`src/rtl/vidr_pkg.sv`:
```
package vidr_pkg;

  localparam int OP_W = 3;

  localparam logic [OP_W-1:0] OP_FAST   = 3'd1;
  localparam logic [OP_W-1:0] OP_SLOW   = 3'd2;
  localparam logic [OP_W-1:0] OP_DECAY  = 3'd3;
  localparam logic [OP_W-1:0] OP_PSTATE = 3'd4;
  localparam logic [OP_W-1:0] OP_WRREG  = 3'd5;

  localparam int REG_VMAX  = 'h30;
  localparam int REG_FDIV  = 'h31;
  localparam int REG_SDIV  = 'h32;

  typedef enum logic [1:0] {
    RSP_NONE = 2'b00,
    RSP_ACK  = 2'b01,
    RSP_NSUP = 2'b10,
    RSP_BADA = 2'b11
  } rsp_e;

  typedef enum logic [1:0] {
    RM_FAST  = 2'd0,
    RM_SLOW  = 2'd1,
    RM_DECAY = 2'd2
  } ramp_mode_e;

endpackage

```
`src/rtl/vidr_cmd_dec.sv`:
```
module vidr_cmd_dec
  import vidr_pkg::*;
#(
  parameter int NUM_RAILS = 3,
  parameter int ADDR_W    = 8,
  parameter int DATA_W    = 8,
  parameter logic [2:0] PS_MASK = 3'b011
) (
  input  logic                 cmd_valid_i,
  input  logic [OP_W-1:0]      cmd_op_i,
  input  logic [ADDR_W-1:0]    cmd_addr_i,
  input  logic [DATA_W-1:0]    cmd_data_i,
  input  logic [DATA_W-1:0]    vmax_i,
  output rsp_e                 rsp_o,
  output logic [NUM_RAILS-1:0] rail_hit_o,
  output logic                 ld_ramp_o,
  output ramp_mode_e           ramp_mode_o,
  output logic                 ld_pst_o,
  output logic [1:0]           pst_val_o,
  output logic                 wr_vmax_o,
  output logic                 wr_fdiv_o,
  output logic                 wr_sdiv_o
);

  // Deepest supported state whose code does not exceed the request.
  function automatic logic [1:0] pick_state(input logic [DATA_W-1:0] req,
                                            input logic [2:0] mask);
    logic [1:0] lim;
    logic [1:0] best;
    lim  = (req > DATA_W'(2)) ? 2'd2 : req[1:0];
    best = 2'd0;
    for (int s = 0; s < 3; s++) begin
      if (mask[s] && (2'(s) <= lim)) best = 2'(s);
    end
    return best;
  endfunction

  logic any_hit;

  always_comb begin
    for (int r = 0; r < NUM_RAILS; r++) begin
      rail_hit_o[r] = (cmd_addr_i == ADDR_W'(2 * r));
    end
    any_hit = |rail_hit_o;
  end

  always_comb begin
    rsp_o       = RSP_NONE;
    ld_ramp_o   = 1'b0;
    ld_pst_o    = 1'b0;
    wr_vmax_o   = 1'b0;
    wr_fdiv_o   = 1'b0;
    wr_sdiv_o   = 1'b0;
    pst_val_o   = pick_state(cmd_data_i, PS_MASK);
    ramp_mode_o = (cmd_op_i == OP_SLOW)  ? RM_SLOW :
                  (cmd_op_i == OP_DECAY) ? RM_DECAY : RM_FAST;
    if (cmd_valid_i) begin
      rsp_o = RSP_ACK;
      case (cmd_op_i)
        OP_FAST, OP_SLOW, OP_DECAY: begin
          if (!any_hit)                 rsp_o = RSP_BADA;
          else if (cmd_data_i > vmax_i) rsp_o = RSP_NSUP;
          else                          ld_ramp_o = 1'b1;
        end
        OP_PSTATE: begin
          if (!any_hit) rsp_o = RSP_BADA;
          else          ld_pst_o = 1'b1;
        end
        OP_WRREG: begin
          if (cmd_addr_i == ADDR_W'(REG_VMAX))      wr_vmax_o = 1'b1;
          else if (cmd_addr_i == ADDR_W'(REG_FDIV)) wr_fdiv_o = 1'b1;
          else if (cmd_addr_i == ADDR_W'(REG_SDIV)) wr_sdiv_o = 1'b1;
          else                                      rsp_o = RSP_BADA;
        end
        default: rsp_o = RSP_NSUP;
      endcase
    end
  end

endmodule

```
`src/rtl/vidr_rail.sv`:
```
module vidr_rail
  import vidr_pkg::*;
#(
  parameter int DATA_W = 8,
  parameter logic [DATA_W-1:0] RESET_VID = '0
) (
  input  logic              clk,
  input  logic              rst_n,
  input  logic              sock_i,
  input  logic              decay_step_i,
  input  logic              load_i,
  input  ramp_mode_e        mode_i,
  input  logic [DATA_W-1:0] tgt_i,
  input  logic              pst_load_i,
  input  logic [1:0]        pst_i,
  input  logic [DATA_W-1:0] fdiv_i,
  input  logic [DATA_W-1:0] sdiv_i,
  output logic [DATA_W-1:0] vid_o,
  output logic              settled_o,
  output logic [1:0]        pst_o
);

  function automatic logic [DATA_W-1:0] eff_div(input logic [DATA_W-1:0] d);
    return (d == '0) ? DATA_W'(1) : d;
  endfunction

  function automatic logic [DATA_W-1:0] toward(input logic [DATA_W-1:0] cur,
                                               input logic [DATA_W-1:0] tgt);
    if (tgt > cur) return cur + DATA_W'(1);
    if (tgt < cur) return cur - DATA_W'(1);
    return cur;
  endfunction

  ramp_mode_e        mode_q;
  logic [DATA_W-1:0] vid_q, tgt_q, cnt_q, div_sel;
  logic [1:0]        pst_q;
  logic              paced, pace_tick, decay_tick, up_evt;

  assign up_evt     = load_i && (mode_i != RM_DECAY) && (tgt_i > vid_q);
  assign div_sel    = eff_div((mode_q == RM_SLOW) ? sdiv_i : fdiv_i);
  assign paced      = sock_i && (mode_q != RM_DECAY) && (vid_q != tgt_q);
  assign pace_tick  = paced && (cnt_q == div_sel - DATA_W'(1));
  assign decay_tick = sock_i && (mode_q == RM_DECAY) && decay_step_i && (vid_q > tgt_q);

  always_ff @(posedge clk or negedge rst_n) begin
    if (!rst_n) begin
      vid_q  <= RESET_VID;
      tgt_q  <= RESET_VID;
      cnt_q  <= '0;
      mode_q <= RM_FAST;
    end else if (load_i) begin
      tgt_q  <= tgt_i;
      mode_q <= mode_i;
      cnt_q  <= '0;
    end else if (pace_tick) begin
      vid_q <= toward(vid_q, tgt_q);
      cnt_q <= '0;
    end else if (paced) begin
      cnt_q <= cnt_q + DATA_W'(1);
    end else if (decay_tick) begin
      vid_q <= vid_q - DATA_W'(1);
    end
  end

  always_ff @(posedge clk or negedge rst_n) begin
    if (!rst_n)          pst_q <= 2'd0;
    else if (up_evt)     pst_q <= 2'd0;
    else if (pst_load_i) pst_q <= pst_i;
  end

  assign vid_o     = vid_q;
  assign settled_o = (vid_q == tgt_q);
  assign pst_o     = pst_q;

  assert_single_step_R2: assert property (@(posedge clk) disable iff (!rst_n)
    1'b1 |=> ((vid_q == $past(vid_q)) || (vid_q == $past(vid_q) + DATA_W'(1)) ||
              (vid_q == $past(vid_q) - DATA_W'(1))));

  assert_decay_no_rise_R6: assert property (@(posedge clk) disable iff (!rst_n)
    (mode_q == RM_DECAY && !load_i) |=> (vid_q <= $past(vid_q)));

  assert_decay_needs_strobe_R6: assert property (@(posedge clk) disable iff (!rst_n)
    (mode_q == RM_DECAY && !load_i && !decay_step_i) |=> $stable(vid_q));

  assert_up_forces_full_R8: assert property (@(posedge clk) disable iff (!rst_n)
    up_evt |=> (pst_q == 2'd0));

  assert_hold_empty_R10: assert property (@(posedge clk) disable iff (!rst_n)
    !sock_i |=> $stable(vid_q));

  assert_load_no_jump_R4: assert property (@(posedge clk) disable iff (!rst_n)
    load_i |=> $stable(vid_q));

endmodule

```
`src/rtl/vid_ramp_ctrl.sv`:
```
module vid_ramp_ctrl
  import vidr_pkg::*;
#(
  parameter int NUM_RAILS = 3,
  parameter int ADDR_W    = 8,
  parameter int DATA_W    = 8,
  parameter logic [DATA_W-1:0] RESET_VID    = '0,
  parameter logic [DATA_W-1:0] FAST_DIV_RST = 8'd2,
  parameter logic [DATA_W-1:0] SLOW_DIV_RST = 8'd8,
  parameter logic [2:0]        PS_MASK      = 3'b011
) (
  input  logic                          clk,
  input  logic                          rst_n,
  input  logic                          socket_present,
  input  logic                          decay_step,
  input  logic                          cmd_valid,
  input  logic [2:0]                    cmd_op,
  input  logic [ADDR_W-1:0]             cmd_addr,
  input  logic [DATA_W-1:0]             cmd_data,
  output logic                          rsp_valid,
  output logic [1:0]                    rsp_code,
  output logic [NUM_RAILS*DATA_W-1:0]   vid_now,
  output logic [NUM_RAILS-1:0]          vid_settled,
  output logic [NUM_RAILS*2-1:0]        pwr_state
);

  rsp_e                 dec_rsp;
  logic [NUM_RAILS-1:0] dec_hit;
  logic                 dec_ld_ramp, dec_ld_pst;
  ramp_mode_e           dec_mode;
  logic [1:0]           dec_pst;
  logic                 dec_wr_vmax, dec_wr_fdiv, dec_wr_sdiv;

  logic [DATA_W-1:0]    vmax_q, fdiv_q, sdiv_q;
  logic                 rsp_valid_q;
  rsp_e                 rsp_code_q;

  vidr_cmd_dec #(
    .NUM_RAILS (NUM_RAILS),
    .ADDR_W    (ADDR_W),
    .DATA_W    (DATA_W),
    .PS_MASK   (PS_MASK)
  ) i_dec (
    .cmd_valid_i (cmd_valid),
    .cmd_op_i    (cmd_op),
    .cmd_addr_i  (cmd_addr),
    .cmd_data_i  (cmd_data),
    .vmax_i      (vmax_q),
    .rsp_o       (dec_rsp),
    .rail_hit_o  (dec_hit),
    .ld_ramp_o   (dec_ld_ramp),
    .ramp_mode_o (dec_mode),
    .ld_pst_o    (dec_ld_pst),
    .pst_val_o   (dec_pst),
    .wr_vmax_o   (dec_wr_vmax),
    .wr_fdiv_o   (dec_wr_fdiv),
    .wr_sdiv_o   (dec_wr_sdiv)
  );

  always_ff @(posedge clk or negedge rst_n) begin
    if (!rst_n) begin
      vmax_q      <= '1;
      fdiv_q      <= FAST_DIV_RST;
      sdiv_q      <= SLOW_DIV_RST;
      rsp_valid_q <= 1'b0;
      rsp_code_q  <= RSP_NONE;
    end else begin
      if (dec_wr_vmax) vmax_q <= cmd_data;
      if (dec_wr_fdiv) fdiv_q <= cmd_data;
      if (dec_wr_sdiv) sdiv_q <= cmd_data;
      rsp_valid_q <= cmd_valid;
      rsp_code_q  <= dec_rsp;
    end
  end

  assign rsp_valid = rsp_valid_q;
  assign rsp_code  = rsp_code_q;

  for (genvar r = 0; r < NUM_RAILS; r++) begin : g_rail
    vidr_rail #(
      .DATA_W    (DATA_W),
      .RESET_VID (RESET_VID)
    ) i_rail (
      .clk          (clk),
      .rst_n        (rst_n),
      .sock_i       (socket_present),
      .decay_step_i (decay_step),
      .load_i       (dec_ld_ramp && dec_hit[r]),
      .mode_i       (dec_mode),
      .tgt_i        (cmd_data),
      .pst_load_i   (dec_ld_pst && dec_hit[r]),
      .pst_i        (dec_pst),
      .fdiv_i       (fdiv_q),
      .sdiv_i       (sdiv_q),
      .vid_o        (vid_now[r*DATA_W +: DATA_W]),
      .settled_o    (vid_settled[r]),
      .pst_o        (pwr_state[r*2 +: 2])
    );
  end

  assert_rsp_follows_R1: assert property (@(posedge clk) disable iff (!rst_n)
    cmd_valid |=> (rsp_valid && rsp_code != 2'b00));

  assert_rsp_lone_R1: assert property (@(posedge clk) disable iff (!rst_n)
    !cmd_valid |=> !rsp_valid);

  assert_no_load_over_max_R9: assert property (@(posedge clk) disable iff (!rst_n)
    dec_ld_ramp |-> (cmd_data <= vmax_q));

  assert_one_rail_R5: assert property (@(posedge clk) disable iff (!rst_n)
    (dec_ld_ramp || dec_ld_pst) |-> $onehot(dec_hit));

endmodule

```
`config.mk`:
```
export PLATFORM = sky130hd
export DESIGN_NAME = vid_ramp_ctrl
export DESIGN_NICKNAME = d
export VERILOG_FILES = /design/src/rtl/vidr_pkg.sv /design/src/rtl/vidr_cmd_dec.sv /design/src/rtl/vidr_rail.sv /design/src/rtl/vid_ramp_ctrl.sv
export SDC_FILE = /design/constraint.sdc
export NUM_CORES = 1
export LEC_CHECK = 0
export ABC_AREA = 1
export CAP_MARGIN = 10
export CORE_MARGIN = 8
export CORE_UTILIZATION = 61
export DETAILED_ROUTE_END_ITERATION = 7
export HOLD_SLACK_MARGIN = 0.15
export PLACE_DENSITY = 0.82
export REMOVE_ABC_BUFFERS = 1
export SYNTH_ARGS = -nofsm -noshare
export SYNTH_HDL_FRONTEND = slang
export SYNTH_SLANG_ARGS = --single-unit
```
`constraint.sdc`:
```
create_clock -name clk -period 3.2 [get_ports clk]
set_input_delay 0.64 -clock clk [delete_from_list [all_inputs] [get_ports clk]]
set_output_delay 0.64 -clock clk [all_outputs]
set_load 0.01 [all_outputs]
```
==> results of run 1 <==
worst min path at each step:
stage / endpoint / from
CTS: g_rail[0].i_rail.vid_o[3] / rst_n
detailed placement: sdiv_q[0] / sdiv_q[0]
floorplan: fdiv_q[0] / rst_n
global route: g_rail[0].i_rail.vid_o[3] / rst_n
finish: g_rail[0].i_rail.vid_o[3] / rst_n
global placement: fdiv_q[2] / fdiv_q[2]
critical path, delay by kind of cell (launching register included):
family,cells,cell delay [ps]
AO/OA/AOI/OAI,1,270
XOR/XNOR,1,140
adder cells (fa/ha/maj),1,310
buffers and inverters,3,220
flip-flops,1,430
AND/OR/NAND/NOR,16,1550
cells by family after synthesis:
family / count (synthesis) / synth area share, %
DFF: 108 / 30.80
buffers and inverters: 209 / 9.638
other: 1 / 0.04254
muxes: 1 / 0.1136
and+or+nand+nor: 647 / 32.80
xor gates and xnor gates: 68 / 6.757
adders and majority gates: 68 / 9.652
AOI/OAI and AO/OA: 160 / 10.19
synth_stat cells, types with 2 or more instances:
master / number / area [um2]
nand3_2: 5 / 50.05
dfrtp_1: 98 / 2452
nand2_2: 24 / 150.1
o21ai_0: 97 / 485.5
nand4_1: 31 / 193.9
dfstp_2: 10 / 262.8
buf_4: 6 / 45.04
nand2_1: 381 / 1430
a21oi_1: 34 / 170.2
xor2_1: 57 / 499.2
inv_1: 174 / 653.1
xnor2_1: 11 / 96.34
nor2_2: 5 / 31.28
nor2_1: 61 / 229.0
o211ai_1: 2 / 15.01
buf_6: 5 / 56.30
nand2_4: 5 / 56.30
nand3b_1: 4 / 30.03
nor2_4: 6 / 67.56
o31ai_1: 3 / 22.52
a211oi_1: 2 / 15.01
nor4_1: 4 / 25.02
nand3_1: 90 / 450.4
a21oi_4: 2 / 32.53
ha_1: 68 / 850.8
inv_2: 6 / 22.52
o22ai_1: 9 / 56.30
and2_1: 3 / 18.77
a21oi_2: 2 / 17.52
o21ai_2: 4 / 35.03
clkbuf_1: 15 / 56.30
nor3_1: 25 / 125.1
cell type report:
cell class / count / area (um2) / share of cell area [%]
Clock buffer: 10 / 239.0 / 2.375
Multi-Input combinational cell: 948 / 5326 / 52.93
Tap cell: 184 / 230.2 / 2.288
Sequential cell: 108 / 2720 / 27.03
Timing Repair Buffer: 87 / 819.5 / 8.144
Inverter: 181 / 681.9 / 6.776
Clock inverter: 6 / 46.29 / 0.4600
sequential cells by signal (all words and copies together), names as in the netlist:
signal	count
rsp_code	2
rsp_valid	1
g_rail.i_rail.pst_o	3
sdiv_q	8
g_rail.i_rail.cnt_q	24
g_rail.i_rail.tgt_q	24
g_rail.i_rail.mode_q	6
vmax_q	8
fdiv_q	8
g_rail.i_rail.vid_o	24
repair_timing:
item	CTS	global route
setup endpoints to repair	0	42
hold buffers	0	0
setup buffers	0	11
resized for setup	0	20
hold endpoints to repair	0	0
metal layers:
layer,up-vias,part of all wire [%]
li1,4204,-
met1,3858,45
met2,233,48
met3,29,5.9
met4,0,1.5
met5,-,0
power breakdown:
| part | switching [mW] | internal [mW] |
|---|---|---|
| logic | 1.97 | 1.41 |
| clock network | 0.552 | 0.557 |
| registers | 0.346 | 1.55 |
metrics by stage:
stage               area, um2  setup WS [ps]  hold WS, ps
floorplan                8652          328.4        344.4
global placement         9603          182.8        465.9
detailed placement       9603          63.12        472.8
CTS                      9888          10.44        275.5
global route            10060         -54.57        300.5
finish                  10060          217.2        260.6
==> out/metrics.yaml, run 1 <==
global_routing:
  top_usage_layer: "met2"
  grt_first_pass_wirelength_um: 36300
  grt_max_degree: 61
  grtUsageMet3_pct: 5.137
  first_global_vias: 7648
  grt_util_all_layers_pct: 24.13
  met1_usage_pct: 30.91
  use_met2_pct: 40.60
  antenna_found_initial: 0
  overflow: 0
yosys:
  yosysSeqAreaShare_pct: 30.80
  synth_area_per_cell_um2: 6.985
  syn_area_mm2: 0.008815
  async_flop_share_pct: 100.0
  syn_inst: 1262
  synth_flop_cell: "dfrtp_1"
  ys_types: 45
  synth-edff-count: 0
  ys_ff_latch: 108
  ys_warn_count: 0
floorplanning:
  fp.dieW_um: 136.2
  core_area_mm2: 0.01431
  dieArea_mm2: 0.01855
  fp.dieH_um: 136.2
  rows: 44
  initial_utilization_pct: 61.58
  pin_count: 60
worst_setup_path:
  slowest_stage: "dfrtp_2"
  critPathMaxStageDelay_ps: 430
  criticalPathCategory: "flip-flop to flip-flop"
  reg2reg_from: "g_rail[1].i_rail.mode_q[1]"
  crit_chain: "inv_2, nand2_4, nand2_1, nand2_2, nand2_2, nor2_2, nand2_2, nand2_2, inv_1, ha_1, xnor2_1, inv_1, nand2_1, nor2_2, nand2_1, nor2_2, nand2_2, nor2_4, nand2_8, a21boi_4, nand2_1, nand2_1"
  cp-end-kind: "flip-flop"
  cp-start-kind: "flip-flop"
  crit_start: "g_rail[1].i_rail.mode_q[1]"
  critPathRequiredTime_ps: 3500
  reg2regPathDepth: 22
  reg2reg_setup_slack_ps: 220
  cp.arrival_ps: 3280
  cp_max_fo: 8
  reg2reg_to: "g_rail[1].i_rail.vid_o[6]"
  cp-endpoint: "g_rail[1].i_rail.vid_o[6]"
timing:
  fin_skew_ps: 14.28
  period_share_pct: 93.21
  finalSetupViolCount: 0
  tns_ps: 0
  finalHoldViolations: 0
  worst_pin_slew_ps: 565.3
  fmax_mhz: 335.3
  post-route-min-period_ps: 2983
  timing.slew.headroom_pct: 62.32
  final-max-slew-violation-count: 0
layout:
  final-instance-count-excl-fill: 1524
  final_common_cell: "nand2_1"
  final_util_pct: 70.31
  n_fill_cell: 1166
  area_growth_pct: 14.17
  drive_gt1_share_pct: 10.07
  final_nets: 1427
  final_cell_mix: "nand2_1, inv_1, o21ai_0"
  antenna_cells: 0
drt:
  drt_iter0_drc: 568
  drc: 0
  via_count: 8324
  drtAntennaViolNets: 0
  drt-total-wl_um: 22200
  routedWlPerCell_um: 14.57
  firstDrtPassIters: 5
  via_per_inst: 5.462
hold_path:
  worstHoldPathType: "input pin to asynchronous set/reset pin"
placed_design:
  dpl.hpwl_um: 16790
  dp_cells: 1496
  portBuffers: 56
  gp_congestion: 0.8973
cts:
  clockBufferDepth: 2
  cts_buffers: 9
  clock_latency_ps: 370
  path_clk_slew_ps: 80
  cts_tree: "done"
  htree_levels: 3
  numClockSinks: 108
  clockRootBuffer: "clkbuf_16"
power_and_ir_drop:
  ir_drop_mv: 0.5317
  finalPower_mw: 6.389
  p_per_area_mw_per_mm2: 634.9
  power.leakage_nw: 5.049
job:
  maxCapViolations: 0
outcome:
  outcome: "completed"
No activity file was read; power rests on OpenSTA's default activity.
==> run 2: changes to the inputs <==
- GPL_TIMING_DRIVEN: unset -> 0
==> out/metrics.yaml, run 2 (synthesis results as in run 1) <==
outcome:
  outcome: "completed"
power_and_ir_drop:
  power.leakage_nw: 4.987  # -1.2%
  p_int_mw: 3.730  # +5.9%
  p_sw_mw: 2.887  # +0.72%
  p_per_area_mw_per_mm2: 661.0  # +4.1%
  power_frac_seq_pct: 28.7  # -1.0 points
  ir_drop_mv: 0.5996  # +13%
  power_frac_clock_pct: 19.9  # +2.5 points
  comb_power_share_pct: 51.4  # -1.6 points
  swShare_pct: 43.63  # -1.2 points
drt:
  firstDrtPassIters: 7  # +2
  drc: 0  # unchanged
  via_count: 8360  # +0.43%
  drt_iter0_drc: 569  # +0.18%
  routedWlPerCell_um: 15.03  # +3.2%
  drt-total-wl_um: 22590  # +1.7%
  drtAntennaViolNets: 0  # unchanged
  via_per_inst: 5.562  # +1.8%
placed_design:
  portBuffers: 56  # unchanged
  place_area_mm2: 0.009475  # -1.3%
  dpl.hpwl_um: 16420  # -2.2%
  gp_congestion: 0.8969  # about the same
timing:
  fmax_mhz: 339.4  # +1.2%
  hold-worst-slack_ps: 254.8  # -5.866 ps
  timing.slew.headroom_pct: 36.31  # -26 points
  final-max-slew-violation-count: 0  # unchanged
  finalSetupViolCount: 0  # unchanged
  tns_ps: 0  # unchanged
  period_share_pct: 92.06  # -1.1 points
  finalHoldViolations: 0  # unchanged
  fin_skew_ps: 8.853  # -5.429 ps
  worst_pin_slew_ps: 955.4  # +390.1 ps
  post-route-min-period_ps: 2946  # -36.72 ps
worst_setup_path:
  slowest_stage: "dfrtp_2"
  cp.depth: 22  # unchanged
  critPathRequiredTime_ps: 3450  # -50 ps
  critPathMaxStageDelay_ps: 460  # +30 ps
  criticalPathCategory: "flip-flop to flip-flop"
  cp.arrival_ps: 3200  # -80 ps
  reg2regPathDepth: 22  # unchanged
  path_buf_inv: 3  # unchanged
  path_delay_family: "simple AND/OR/NAND/NOR gates"
  cp-end-kind: "flip-flop"
  cp_max_fo: 15  # +7
  crit_chain: "inv_4, nand3_1, nand2_2, nand2_2, nor2_2, nand2_2, nand2_2, inv_1, ha_2, xnor2_1, inv_1, nand2_1, nor2_1, nand2_1, nor2_2, nand2_2, nor2_4, nand2_8, nand2_1, nand2_2, nand2_1, nand2_1"
  cp-start-kind: "flip-flop"
  cp_common_cell: "nand2_2"
cts:
  clockRootBuffer: "clkbuf_16"
  path_clk_slew_ps: 70  # about the same
  htree_levels: 3  # unchanged
  numClockSinks: 108  # unchanged
  clock_latency_ps: 360  # about the same
  clockBufferDepth: 2  # unchanged
  cts_tree: "done"
  cts_buffers: 9  # unchanged
  cts_hold_buffers: 0  # unchanged
hold_path:
  worstHoldPathType: "input pin to asynchronous set/reset pin"
global_routing:
  first_global_vias: 7834  # +2.4%
  grt_first_pass_wirelength_um: 36720  # +1.2%
  overflow: 0  # unchanged
  antenna_found_initial: 0  # unchanged
  grt_util_all_layers_pct: 24.50  # +0.36 points
  grt_max_degree: 71  # +16%
floorplanning:
  pin_count: 60  # unchanged
  dieArea_mm2: 0.01855  # unchanged
  fp.dieH_um: 136.2  # unchanged
  core_area_mm2: 0.01431  # unchanged
  rows: 44  # unchanged
  initial_utilization_pct: 61.58  # unchanged
  fp.dieW_um: 136.2  # unchanged
layout:
  final_cell_mix: "nand2_1, inv_1, o21ai_0"
  drive_gt1_share_pct: 8.795  # -1.3 points
  final_util_pct: 69.94  # -0.37 points
  final_common_cell: "nand2_1"
  area_growth_pct: 13.57
  final_nets: 1406  # -1.5%
  antenna_cells: 0  # unchanged
  finalInstanceArea_mm2: 0.01001  # -0.52%
job:
  maxCapViolations: 0  # unchanged
==> run 2: changes by cell type in the layout (fill, tap and decap cells not counted), sizes merged <==
cell | before | now
bufinv | 0 | 3
inv | 182 | 181
nand3 | 95 | 96
nand2 | 411 | 410
dlymetal6s2s | 0 | 1
clkdlybuf4s50 | 55 | 54
buf | 32 | 11
clkinv | 4 | 2
==> run 2: metrics by stage <==
| step | std cells | total power [mW] | setup WS (ps) |
|---|---|---|---|
| 3_3_place_gp | 1476 | 5.026 | -2769 |
| 2_1_floorplan | 1236 | 4.187 | 328.4 |
| 5_1_grt | 1503 | 7.177 | -5.399 |
| 6_report | 1503 | 6.617 | 253.9 |
| 3_5_place_dp | 1478 | 5.161 | -631.0 |
| 4_1_cts | 1494 | 6.491 | -156.2 |
==> run 2: cell type report <==
cell class                      instances  area, um2
Multi-Input combinational cell        948       5370
Clock buffer                           10      229.0
Sequential cell                       108       2720
Fill cell                            1210       4303
Inverter                              181      684.4
Clock inverter                          6      111.4
Timing Repair Buffer                   66      665.6
Tap cell                              184      230.2
==> run 2: what timing repair did <==
item                                    4_1_cts  5_1_grt
endpoints found under the setup margin       42       71
buffers inserted                              0        7
pin swaps                                     0        5
cloned                                        0        1
gates resized for setup                       3       25
==> run 2: power groups by stage <==
stage          Sequential [mW]  Combinational [mW]  Clock [mW]
4_1_cts                   1.89                3.28        1.32
2_1_floorplan             1.89                2.30           0
3_5_place_dp              1.92                3.24           0
6_report                  1.90                3.40        1.32
3_3_place_gp              1.91                3.12           0
5_1_grt                   1.93                3.87        1.38
==> run 2: path summary, 6_finish.rpt <==
| kind | startpoint | to | slack (ps) |
|---|---|---|---|
| max in group asynchronous | rst_n | fdiv_q[1] | 2190 |
| setup reg to reg | g_rail[1].i_rail.mode_q[1] | g_rail[1].i_rail.vid_o[5] | 250 |
| hold reg to reg | g_rail[0].i_rail.tgt_q[7] | g_rail[0].i_rail.tgt_q[7] | 490 |
| hold / removal | rst_n | g_rail[0].i_rail.vid_o[2] | 250 |
| min in group clk | g_rail[0].i_rail.tgt_q[7] | g_rail[0].i_rail.tgt_q[7] | 490 |
| setup / recovery | g_rail[1].i_rail.mode_q[1] | g_rail[1].i_rail.vid_o[5] | 250 |
==> run 2: routing by layer <==
layer | track usage [%] | up-vias | wire (um)
li1 | - | 4164 | -
met1 | 31.59 | 3922 | 10130
met2 | 40.24 | 227 | 10660
met3 | 4.398 | 47 | 1165
met4 | 9.030 | 0 | 635
met5 | 0 | - | 0
